--- src/rtl/plc_pkg.sv ---
`timescale 1ns/1ps
package plc_pkg;

    localparam int NUM_BEAMS = 2;
    localparam int LOOPS_PER_BEAM = 2;
    localparam int NUM_LOOPS = NUM_BEAMS * LOOPS_PER_BEAM;

    typedef enum logic [1:0] {
        L_OFF     = 2'd0,
        L_ARM     = 2'd1,
        L_LATCHED = 2'd2
    } loop_st_e;

    typedef enum logic [1:0] {
        B_IDLE  = 2'd0,
        B_PULSE = 2'd1,
        B_HOLD  = 2'd2
    } beam_st_e;

    // bits needed to hold the value max_val
    function automatic int width_for(input int max_val);
        return (max_val < 2) ? 1 : $clog2(max_val + 1);
    endfunction

endpackage

--- src/rtl/plc_sync2.sv ---
`timescale 1ns/1ps
module plc_sync2 (
    input  logic clk,
    input  logic rst,
    input  logic d_async,
    output logic q_sync
);

    logic stage1;

    always_ff @(posedge clk) begin
        if (rst) begin
            stage1 <= 1'b0;
            q_sync <= 1'b0;
        end else begin
            stage1 <= d_async;
            q_sync <= stage1;
        end
    end

endmodule

--- src/rtl/plc_carrier_det.sv ---
`timescale 1ns/1ps
module plc_carrier_det #(
    parameter int HALF_CYC = 10,
    parameter int TOL_PCT  = 20
) (
    input  logic clk,
    input  logic rst,
    input  logic ret_sync,
    output logic present
);

    localparam int PER_NOM = 2 * HALF_CYC;
    localparam int PER_MIN = (PER_NOM * (100 - TOL_PCT) + 99) / 100;
    localparam int PER_MAX = (PER_NOM * (100 + TOL_PCT)) / 100;
    localparam int PER_SAT = PER_MAX + 1;
    localparam int GAP_LIM = 3 * HALF_CYC;
    localparam int PW = plc_pkg::width_for(PER_SAT);
    localparam int GW = plc_pkg::width_for(GAP_LIM);

    localparam logic [PW-1:0] PMIN_C = PW'(PER_MIN);
    localparam logic [PW-1:0] PMAX_C = PW'(PER_MAX);
    localparam logic [PW-1:0] PSAT_C = PW'(PER_SAT);
    localparam logic [GW-1:0] GLIM_C = GW'(GAP_LIM);

    logic          prev;
    logic          seen_rise;
    logic [PW-1:0] per_cnt;
    logic [GW-1:0] gap_cnt;
    logic          rise;
    logic          any_edge;
    logic          per_in_range;

    assign rise         = ret_sync & ~prev;
    assign any_edge     = ret_sync ^ prev;
    assign per_in_range = (per_cnt >= PMIN_C) && (per_cnt <= PMAX_C);

    always_ff @(posedge clk) begin
        if (rst) begin
            prev      <= 1'b0;
            seen_rise <= 1'b0;
            per_cnt   <= '0;
            gap_cnt   <= '0;
            present   <= 1'b0;
        end else begin
            prev <= ret_sync;

            if (any_edge) begin
                gap_cnt <= '0;
            end else if (gap_cnt != GLIM_C) begin
                gap_cnt <= gap_cnt + 1'b1;
            end

            if (rise) begin
                per_cnt   <= PW'(1);
                seen_rise <= 1'b1;
                if (seen_rise) begin
                    present <= per_in_range;
                end
            end else if (per_cnt != PSAT_C) begin
                per_cnt <= per_cnt + 1'b1;
            end

            // silence on the line wins over everything
            if (gap_cnt == GLIM_C) begin
                present   <= 1'b0;
                seen_rise <= 1'b0;
            end
        end
    end

endmodule

--- src/rtl/plc_loop_ctl.sv ---
`timescale 1ns/1ps
module plc_loop_ctl
    import plc_pkg::*;
(
    input  logic clk,
    input  logic rst,
    input  logic init_first,
    input  logic init_busy,
    input  logic permit,
    input  logic present,
    input  logic phase,
    output logic drv,
    output logic latched,
    output logic trip
);

    loop_st_e state, state_nxt;

    always_ff @(posedge clk) begin
        if (rst) begin
            state <= L_OFF;
        end else begin
            state <= state_nxt;
        end
    end

    always_comb begin
        state_nxt = state;
        unique case (state)
            L_OFF: begin
                if (init_first) begin
                    state_nxt = L_ARM;
                end
            end
            L_ARM: begin
                if (!permit || !init_busy) begin
                    state_nxt = L_OFF;
                end else if (present) begin
                    state_nxt = L_LATCHED;
                end
            end
            L_LATCHED: begin
                if (!permit || !present) begin
                    state_nxt = L_OFF;
                end
            end
            default: state_nxt = L_OFF;
        endcase
    end

    assign latched = (state == L_LATCHED);
    assign trip    = (state == L_LATCHED) && (state_nxt != L_LATCHED);

    always_ff @(posedge clk) begin
        if (rst) begin
            drv <= 1'b0;
        end else begin
            drv <= ((state == L_ARM) || (state == L_LATCHED)) ? phase : 1'b0;
        end
    end

endmodule

--- src/rtl/plc_beam_ctl.sv ---
`timescale 1ns/1ps
module plc_beam_ctl
    import plc_pkg::*;
#(
    parameter int INIT_CYC = 50000
) (
    input  logic       clk,
    input  logic       rst,
    input  logic       req,
    input  logic       permit,
    input  logic [1:0] pair_latched,
    input  logic [1:0] pair_trip,
    output logic       init_busy,
    output logic       init_first,
    output logic       dump
);

    localparam int CW = width_for(INIT_CYC - 1);
    localparam logic [CW-1:0] LAST_C = CW'(INIT_CYC - 1);

    beam_st_e      state, state_nxt;
    logic [CW-1:0] cnt;
    logic          win_end;

    assign win_end = (state == B_PULSE) && (cnt == LAST_C);

    always_ff @(posedge clk) begin
        if (rst) begin
            state <= B_IDLE;
        end else begin
            state <= state_nxt;
        end
    end

    always_comb begin
        state_nxt = state;
        unique case (state)
            B_IDLE: begin
                if (req && permit) begin
                    state_nxt = B_PULSE;
                end else if (req) begin
                    state_nxt = B_HOLD;
                end
            end
            B_PULSE: begin
                if (win_end) begin
                    state_nxt = req ? B_HOLD : B_IDLE;
                end
            end
            B_HOLD: begin
                if (!req) begin
                    state_nxt = B_IDLE;
                end
            end
            default: state_nxt = B_IDLE;
        endcase
    end

    assign init_busy  = (state == B_PULSE);
    assign init_first = (state == B_PULSE) && (cnt == '0);

    always_ff @(posedge clk) begin
        if (rst) begin
            cnt  <= '0;
            dump <= 1'b0;
        end else begin
            if (state != B_PULSE || win_end) begin
                cnt <= '0;
            end else begin
                cnt <= cnt + 1'b1;
            end

            if (|pair_trip) begin
                dump <= 1'b1;
            end else if (&pair_latched) begin
                dump <= 1'b0;
            end
        end
    end

endmodule

--- src/rtl/plc_permit_loop.sv ---
`timescale 1ns/1ps
module plc_permit_loop
    import plc_pkg::*;
#(
    parameter int HALF_CYC = 10,
    parameter int INIT_CYC = 50000,
    parameter int TOL_PCT  = 20
) (
    input  logic       clk,
    input  logic       rst,
    input  logic [1:0] init_req,
    input  logic [1:0] local_permit,
    input  logic [3:0] carrier_ret,
    output logic [3:0] carrier_drv,
    output logic [3:0] loop_latched,
    output logic [1:0] beam_permit,
    output logic [1:0] dump_req
);

    localparam int HCW = width_for(HALF_CYC - 1);
    localparam logic [HCW-1:0] HLAST_C = HCW'(HALF_CYC - 1);

    logic [HCW-1:0]           ph_cnt;
    logic                     phase;
    logic [NUM_BEAMS-1:0]     init_busy;
    logic [NUM_BEAMS-1:0]     init_first;
    logic [NUM_LOOPS-1:0]     ret_sync;
    logic [NUM_LOOPS-1:0]     present;
    logic [NUM_LOOPS-1:0]     trip;

    // shared carrier phase, one toggle per half period
    always_ff @(posedge clk) begin
        if (rst) begin
            ph_cnt <= '0;
            phase  <= 1'b0;
        end else if (ph_cnt == HLAST_C) begin
            ph_cnt <= '0;
            phase  <= ~phase;
        end else begin
            ph_cnt <= ph_cnt + 1'b1;
        end
    end

    for (genvar b = 0; b < NUM_BEAMS; b++) begin : g_beam
        plc_beam_ctl #(
            .INIT_CYC (INIT_CYC)
        ) u_beam (
            .clk          (clk),
            .rst          (rst),
            .req          (init_req[b]),
            .permit       (local_permit[b]),
            .pair_latched (loop_latched[2*b+1:2*b]),
            .pair_trip    (trip[2*b+1:2*b]),
            .init_busy    (init_busy[b]),
            .init_first   (init_first[b]),
            .dump         (dump_req[b])
        );
        assign beam_permit[b] = &loop_latched[2*b+1:2*b];
    end

    for (genvar i = 0; i < NUM_LOOPS; i++) begin : g_loop
        plc_sync2 u_sync (
            .clk     (clk),
            .rst     (rst),
            .d_async (carrier_ret[i]),
            .q_sync  (ret_sync[i])
        );

        plc_carrier_det #(
            .HALF_CYC (HALF_CYC),
            .TOL_PCT  (TOL_PCT)
        ) u_det (
            .clk      (clk),
            .rst      (rst),
            .ret_sync (ret_sync[i]),
            .present  (present[i])
        );

        plc_loop_ctl u_loop (
            .clk        (clk),
            .rst        (rst),
            .init_first (init_first[i/LOOPS_PER_BEAM]),
            .init_busy  (init_busy[i/LOOPS_PER_BEAM]),
            .permit     (local_permit[i/LOOPS_PER_BEAM]),
            .present    (present[i]),
            .phase      (phase),
            .drv        (carrier_drv[i]),
            .latched    (loop_latched[i]),
            .trip       (trip[i])
        );
    end

endmodule

--- config.mk ---
export PLATFORM = sky130hd
export DESIGN_NAME = plc_permit_loop
export DESIGN_NICKNAME = d
export VERILOG_FILES = /design/src/rtl/plc_pkg.sv /design/src/rtl/plc_sync2.sv /design/src/rtl/plc_carrier_det.sv /design/src/rtl/plc_loop_ctl.sv /design/src/rtl/plc_beam_ctl.sv /design/src/rtl/plc_permit_loop.sv
export SDC_FILE = /design/constraint.sdc
export NUM_CORES = 1
export LEC_CHECK = 0
export CAP_MARGIN = 10
export CORE_ASPECT_RATIO = 1.75
export CORE_MARGIN = 1
export CORE_UTILIZATION = 50
export CTS_CLUSTER_SIZE = 20
export DETAILED_ROUTE_END_ITERATION = 12
export PLACE_DENSITY = 0.7
export SYNTH_ARGS = -nofsm -noshare
export SYNTH_HDL_FRONTEND = slang
export SYNTH_SLANG_ARGS = --single-unit
--- constraint.sdc ---
create_clock -name clk -period 4.8 [get_ports clk]
set_input_delay 0.96 -clock clk [delete_from_list [all_inputs] [get_ports clk]]
set_output_delay 0.96 -clock clk [all_outputs]
set_load 0.02 [all_outputs]
==> results.txt, run 1 <==
The run finished with clean final reports. For this run, the number of Yosys warnings is 0. In this run, CTS created clock tree buffers numbering 17. The clock tree skew after final layout came out at 0.00939 ns.

The number of filler cells placed in the layout came out at 912. The worst register-to-register path begins at g_beam[1].u_beam.cnt[11]$_SDFF_PP0_. The clock tree root driver cell is sky130_fd_sc_hd__clkbuf_16.

At the end of the flow, the number of nets in the layout was 697. The worst min-delay path startpoint is g_loop[1].u_sync.stage1$_SDFF_PP0_. The synthesized instance count is 623. The detailed-routing iteration count for the pre-antenna-repair pass came out at 4. Counting flops with an async set or reset pin after synthesis yields a share of 0%. The count of unresolved DRC violations after routing is 0. The clock tree synthesis step divided the H-tree into 4 levels. The smallest clock period supported by the final layout is computed as 2.84 ns. The number of distinct library cells after synthesis is 49.

The count of vias placed by the detailed router came out at 4258. The number of pins exceeding their max-slew limit in the final report is 0. The most repeated cell in the gate-level netlist after synthesis is sky130_fd_sc_hd__dfxtp_1.

The hold-critical path endpoint is g_loop[1].u_sync.q_sync$_SDFF_PP0_. Setup repair after global routing left no endpoint under its margin. The number of gates on the worst path with buffers counted is 4. By area the synthesized netlist is led by sky130_fd_sc_hd__dfxtp_1 42%, sky130_fd_sc_hd__ha_1 10%, sky130_fd_sc_hd__nor2_1 5.9%, sky130_fd_sc_hd__xor2_1 4.8%, sky130_fd_sc_hd__nor3_1 3.8%. The capturing point of the worst reg2reg path is g_beam[1].u_beam.cnt[11]$_SDFF_PP0_. The average wire per standard cell came out at 13.2 um. OpenSTA, run right after detailed placement, puts the worst setup slack at 2.17 ns. The die extent in y came out at 141 um. The worst register-to-register path has a setup slack of 2.83 ns. The synthesized design spends more area on one cell type than any other, namely sky130_fd_sc_hd__dfxtp_1. The via count of the first global-routing pass is 4131.

The peak clock frequency supported by timing came out at 352 MHz. The number of setup violations in the final report is 0. Along the worst hold path, the cell count comes to 1. The count of input and output buffers is 21. The aggregate routed wire length is 10400 um. The core outline area is 10700 um2. The setup total negative slack came out at 0 ns. The clock network burns 52.1% of the power. The placement row count came out at 50. The dominant register cell in the synthesized netlist is sky130_fd_sc_hd__dfxtp_1. The count of antenna diodes in the layout came out at 0. The worst slew margin relative to its limit came out at 58.7%.

The combined area of all synthesized cells is 5500 um2. The switching fraction of total power came out at 22.0%. Internal power comes to 1.87 mW. The die area came out at 11400 um2. The synthesized design contains 0 enable-type register cells. The kind of capture point of the worst setup path is an output port.

Entering global routing, the biggest net connects 43 pins. The largest single stage delay on the critical path is 0.59 ns. Across all setup checks in the final design, the least slack found is 1.96 ns. The register area share after synthesis is 41.9%.

Grouping stages by cell kind, the critical path spends the most delay in buffers and inverters. In this run the worst path has a maximum fanout of 6. The die extent in x came out at 81.3 um. Power spread over the standard cell area amounts to 379 nW/um2. The share of final-layout standard cells stronger than drive strength 1 came out at 5.96%. The final critical path takes up 59.2% of the cycle. The required time of the worst setup path came out at 3.84 ns. The number of DRC markers in iteration 0 is 153.

The aggregate global routing overflow is 0. In this run, synthesis produced a sequential element count of 115. Traced cell by cell, the critical path runs through ha_1, nand2_1, inv_1, clkdlybuf4s50_1.

The switching power summed over all nets is 0.526 mW. The remaining antenna violation count after routing came out at 0. In this run the mean area of a mapped cell was 8.83 um2. The start-to-end type of the worst setup path is reg2out. The number of cells traversed by the worst register-to-register path came out at 5. The initial standard-cell utilization of the core came out at 51.4%. The wire length of the first global-routing pass came out at 17700 um. The global placer's final weighted congestion is 0.839. Counting every net in the synthesized netlist gives 679. The clock-pin slew of the registers on the worst-case setup and hold paths came out at 0.05 ns. TritonCTS built the clock tree. The kind of start point of the critical path is a flop. The post-CTS setup-driven buffer insertion count came out at 0.

Counting both buffers and inverters, the worst setup path holds a total of 2. The maximum ir drop on the vdd rail came out at 297 uV. In this run the worst hold path is classified as reg2reg. The hold violation total from the final report is 0.

Counting every sink on the clock net gives 115. The clock tree buffer depth is 2. The I/O pin count came out at 22. The measured slew at the worst slew-check pin is 0.617 ns. Dividing the detail-routed via count by the number of cells gives 5.43.

The hold buffer count at CTS came out at 0. The fraction of post-synthesis cell area in the top cell type by area came out at 41.9%. The overall fraction of global-route tracks in use is 19.8%. The share of total power dissipated in sequential elements is 42.4%. Sorting the synthesized cells by how often they occur yields 115 x sky130_fd_sc_hd__dfxtp_1, 87 x sky130_fd_sc_hd__nor2_1, 46 x sky130_fd_sc_hd__ha_1. Across the run, the number of max-cap violations was 0.

The share of power burned in combinational logic came out at 5.5%. The insertion delay to the later sink of the worst-skew pair is 0.41 ns. The HPWL after detailed placement is 7320 um. The arrival time of data at the critical path endpoint is 1.88 ns. The slowest stage of the critical path belongs to the cell sky130_fd_sc_hd__clkdlybuf4s50_1. Summed over all cells, the static leakage comes to 2.43 nW. The synthesis-to-layout area growth came out at 14.8%. The total of cells resized after clock tree synthesis is 0. The initial antenna violation count came out at 0.
==> stage by stage <==
stage          hold slack [ns]  util (%)  instance area [um2]  power, mW  cells
2_1_floorplan            0.414         -                 5500       1.13    623
3_5_place_dp             0.435      53.5                 5730       1.17    752
3_3_place_gp             0.417      53.5                 5730       1.15    752
4_1_cts                  0.452      59.0                 6310       2.41    784
5_1_grt                  0.457      59.0                 6310       2.48    784
6_report                 0.443      59.0                 6310       2.39    784
==> how the worst max path moves through the flow <==
stage	to	slack (ns)	start
finish	beam_permit[0]	1.96	g_loop[1].u_loop.state[1]$_SDFF_PP0_
global route	beam_permit[1]	1.86	g_loop[2].u_loop.state[1]$_SDFF_PP0_
CTS	beam_permit[0]	1.94	g_loop[1].u_loop.state[1]$_SDFF_PP0_
detailed placement	g_beam[0].u_beam.dump$_SDFFE_PP0P_	2.17	local_permit[0]
global placement	g_beam[0].u_beam.dump$_SDFFE_PP0P_	2.19	local_permit[0]
floorplan	g_beam[0].u_beam.dump$_SDFFE_PP0P_	2.69	local_permit[0]
==> per-layer routing <==
layer	global-route usage, %	part of all wire [%]	up-vias	wire, um
met5	0	0	-	0
met4	9.77	1.7	0	174
met3	5.18	2.1	16	222
met2	37.0	56	45	5790
met1	19.1	40	2035	4160
li1	-	-	2162	-
==> cells by family after synthesis <==
family / after synthesis / synth area share, %
xor gates and xnor gates: 54 / 8.60
muxes: 1 / 0.205
adders and majority gates: 46 / 10.5
buffers and inverters: 63 / 5.46
AOI/OAI and AO/OA: 69 / 7.87
and+or+nand+nor: 275 / 25.5
DFF: 115 / 41.9
==> cell usage in the layout (no fill, tap or decap), drive strengths merged, types with 2 or more instances in the layout <==
cell type and n:
and4 8, xnor2 24, dfxtp 115, nor4b 2, nand4 10, a311o 2, nor3 42, ha 46
buf 2, inv 40, nor4 4, nand2b 6, nand2 36, a211oi 6, a22o 3, o21ai 9
nand3b 3, a22oi 3, xor2 30, o22a 2, nand3 28, and3 8, clkbuf 22, nand4b 5
nor2b 18, nor2 87, clkdlybuf4s50 20, and2 7, clkinvlp 3, a21oi 29, nor3b 7, bufinv 3
a31oi 8, clkinv 4
==> area by class of cell <==
| cell class | count | area [um2] | area share (%) |
|---|---|---|---|
| clock buffer | 22 | 454 | 7.20 |
| clock inverter | 10 | 133 | 2.10 |
| inverter | 40 | 150 | 2.38 |
| multi-input combinational | 445 | 2900 | 45.9 |
| sequential | 115 | 2300 | 36.5 |
| tap | 130 | 163 | 2.58 |
| timing repair buffer | 22 | 213 | 3.37 |
==> sequential cells by signal, summed over array words and instances, names as in the netlist <==
register and flops:
g_loop.u_loop.state 8, g_beam.u_beam.dump 2, g_loop.u_det.per_cnt 20, g_loop.u_det.present 4
g_loop.u_det.seen_rise 4, g_loop.u_sync.q_sync 4, g_loop.u_sync.stage1 4, g_beam.u_beam.cnt 32
phase 1, g_loop.u_det.prev 4, ph_cnt 4, g_loop.u_det.gap_cnt 20
g_beam.u_beam.state 4, g_loop.u_loop.drv 4
==> power groups by stage <==
| stage | sequential (mW) | combinational, mW | clock (mW) |
|---|---|---|---|
| after CTS | 1.02 | 0.133 | 1.27 |
| after detailed placement | 1.04 | 0.131 | 0 |
| after global routing | 1.02 | 0.151 | 1.31 |
| after floorplan | 1.03 | 0.102 | 0 |
| after global placement | 1.03 | 0.123 | 0 |
| final | 1.02 | 0.131 | 1.25 |
==> worst reg2reg max path, cell delays in order (launching register included) <==
cell and delay (ns):
sky130_fd_sc_hd__dfxtp_1 0.34, sky130_fd_sc_hd__or4_4 0.56, sky130_fd_sc_hd__nor4_4 0.20, sky130_fd_sc_hd__nand2_1 0.14
sky130_fd_sc_hd__nand3b_1 0.48, sky130_fd_sc_hd__nor2_1 0.12
Note: power is estimated with default switching activity, not from simulation.
==> inputs of run 2 (changes only) <==
- PLACE_DENSITY: 0.7 -> 0.72
- clock period: 4.8 -> 2.4 ns (I/O delays scaled with it)
==> results.txt, run 2 (same netlist as run 1, synthesis figures left out) <==
The register name with the most flops is g_beam.u_beam.cnt. The clock tree from TritonCTS is yes. The kind of capture point of the worst setup path is an output port. The library cells used most frequently in the layout, excluding fill and tap cells, are 115 x sky130_fd_sc_hd__dfxtp_1, 87 x sky130_fd_sc_hd__nor2_1, 45 x sky130_fd_sc_hd__ha_1, 42 x sky130_fd_sc_hd__nor3_1, 40 x sky130_fd_sc_hd__inv_1.

For the worst-skew pair, the clock arrives at the later sink with an insertion delay of 0.41 ns. The detailed-routing iteration count for the pre-antenna-repair pass came out at 4. The net count reported at finish came out at 701. Summed over all nets, wire length on met2 after detailed routing comes to 5570 um. The run finished with clean final reports. 22 I/O pins were placed. The placement row count came out at 50. The number of DRC markers in iteration 0 is 118. The routed length on met3 came out at 294 um. The clock tree skew after final layout is 0.00806 ns. The number of placed instances with taps included is 756. The number of antenna diodes in the final layout is 0. The worst slew margin relative to its limit came out at 58.8%. The aggregate global routing overflow came out at 0. The top routing layer in use is met4. The cell leakage power came out at 2.50 nW.

For the final routed database, the setup TNS stands at 0 ns. The hold violation total from the final report came out at 0. Setup violations remaining at the end of the flow were counted as 0.

Across every metal layer, demand over resource in global routing totals 19.6%. The most common cell after layout, fill and taps aside is sky130_fd_sc_hd__dfxtp_1. The number of pins exceeding their max-slew limit in the final report is 0. The die extent in x came out at 81.3 um.

Entering global routing, the biggest net connects 51 pins. The core outline area came out at 10700 um2. The die extent in y is 141 um. The clock tree buffer depth is 2. The clock-pin slew of the registers on the worst-case setup and hold paths came out at 0.05 ns.

The internal cell power came out at 3.72 mW. The power per cell area is 750 nW/um2. The routed length on met1 came out at 4100 um.

The tightest min-delay check is of the in2reg type. The via count of the first global-routing pass came out at 4275. The proportion of power drawn by flip-flops and latches is 42.5%. The wire length of the first global-routing pass is 17500 um.

The maximum fanout encountered on the critical timing path is 5. The maximum ir drop on the vdd rail is 640 uV. The initial standard-cell utilization of the core is 51.4%. The number of non-filler instances in the completed layout is 788. The share of power burned in combinational logic is 5.6%. The shortest clock period the worst path allows after layout came out at 2.24 ns.

Once detail routing completed, the nets flagged for antenna violations numbered 0. The initial antenna violation count came to 0. The hold buffer count at CTS came out at 0. The flip-flop count of the largest register, all copies and words added came out at 32. The aggregate routed wire length came out at 10200 um.

The total of cells resized after clock tree synthesis came out at 0. The count of vias placed by the detailed router is 4274. The part of the total power dissipated in the clock network is 51.9%. The die covers 11400 um2. At the end of routability-driven placement, the weighted congestion stood at 0.801. The switching fraction of total power came out at 22.1%.

The count of input and output buffers came out at 21. In this run the clock root is driven by a sky130_fd_sc_hd__clkbuf_16. The number of buffers added by the clock tree synthesis step is 17.

The largest registers in the layout are g_beam.u_beam.cnt x32, g_loop.u_det.gap_cnt x20, g_loop.u_det.per_cnt x20. The share of final-layout standard cells stronger than drive strength 1 is 6.99%. The TritonCTS sink count is 115.

The post-route worst setup slack is 0.161 ns. By startpoint and endpoint, the worst setup path is classified as reg2out. The peak clock frequency supported by timing is 447 MHz.

The count of unresolved DRC violations after routing is 0. STA puts the critical path data required time at 1.92 ns. In this run the power spent charging and discharging nets is 1.05 mW. STA classifies the critical path startpoint as a flop. The arrival time of data at the critical path endpoint is 1.76 ns. The share of the clock period used by the worst path after layout came out at 93.3%. The detailed-route vias per instance came out at 5.42. The HPWL after detailed placement is 7310 um. Setup repair after global routing left no endpoint under its margin. The post-layout total power is 4.78 mW.

In this run the number of H-tree levels came out at 4. The post-CTS setup-driven buffer insertion count is 0. For the pin with the worst max-slew slack, the measured transition is 0.616 ns.

The synthesis-to-layout area growth came out at 15.7%. The number of max-cap violations is 0. Before CTS, the worst setup slack after placement is 0.366 ns. The average wire per standard cell is 13.0 um.
run 2: cell types whose count changed in the layout (fill, tap and decap cells not counted), sizes merged:
cell           change
clkinv             +1
clkbuf             +1
bufinv             -1
dlymetal6s2s       +2
clkdlybuf4s50      -2
buf                +4
clkinvlp           -2
inv                +1
run 2: per-layer routing:
layer	track usage [%]	vias to the layer above
met2	36.5	65
met4	10.2	0
met3	5.31	26
li1	-	2155
met5	0	-
met1	18.6	2028
run 2: layout make-up:
cell class	instances	area, um2
repair buffers	26	260
well taps	130	163
fillers	922	4330
clock buffers	23	488
multi-input cells	445	2900
flip-flops and latches	115	2300
clock inverters	9	101
inverters	40	150
run 2: critical path: stages, from the launching register on:
cell	delay, ns
sky130_fd_sc_hd__dfxtp_1	0.34
sky130_fd_sc_hd__inv_1	0.12
sky130_fd_sc_hd__ha_1	0.25
sky130_fd_sc_hd__clkdlybuf4s50_1	0.63
run 2: worst paths after layout:
check | start | to | slack, ns | depth (start not counted)
min | rst | g_beam[0].u_beam.state[1]$_SDFFE_PP0P_ | 0.36 | 2
max | g_loop[1].u_loop.state[0]$_SDFF_PP0_ | loop_latched[1] | 0.16 | 3
max reg2reg | g_loop[3].u_loop.state[0]$_SDFF_PP0_ | g_beam[1].u_beam.dump$_SDFFE_PP0P_ | 0.47 | 8
min reg2reg | g_loop[1].u_sync.stage1$_SDFF_PP0_ | g_loop[1].u_sync.q_sync$_SDFF_PP0_ | 0.43 | 1
run 2: power by group through the flow:
stage	Clock (mW)	Sequential, mW	Combinational (mW)
after CTS	2.52	2.03	0.271
after floorplan	0	2.06	0.203
after global routing	2.61	2.04	0.309
after global placement	0	2.06	0.254
after detailed placement	0	2.07	0.268
final	2.48	2.03	0.268
run 2: through the flow:
stage / instance area [um2] / hold WS [ns] / util (%)
after floorplan: 5500 / 0.414 / -
after global placement: 5770 / 0.419 / 53.9
after detailed placement: 5770 / 0.430 / 53.9
after CTS: 6360 / 0.367 / 59.4
after global routing: 6360 / 0.367 / 59.5
final: 6360 / 0.364 / 59.5
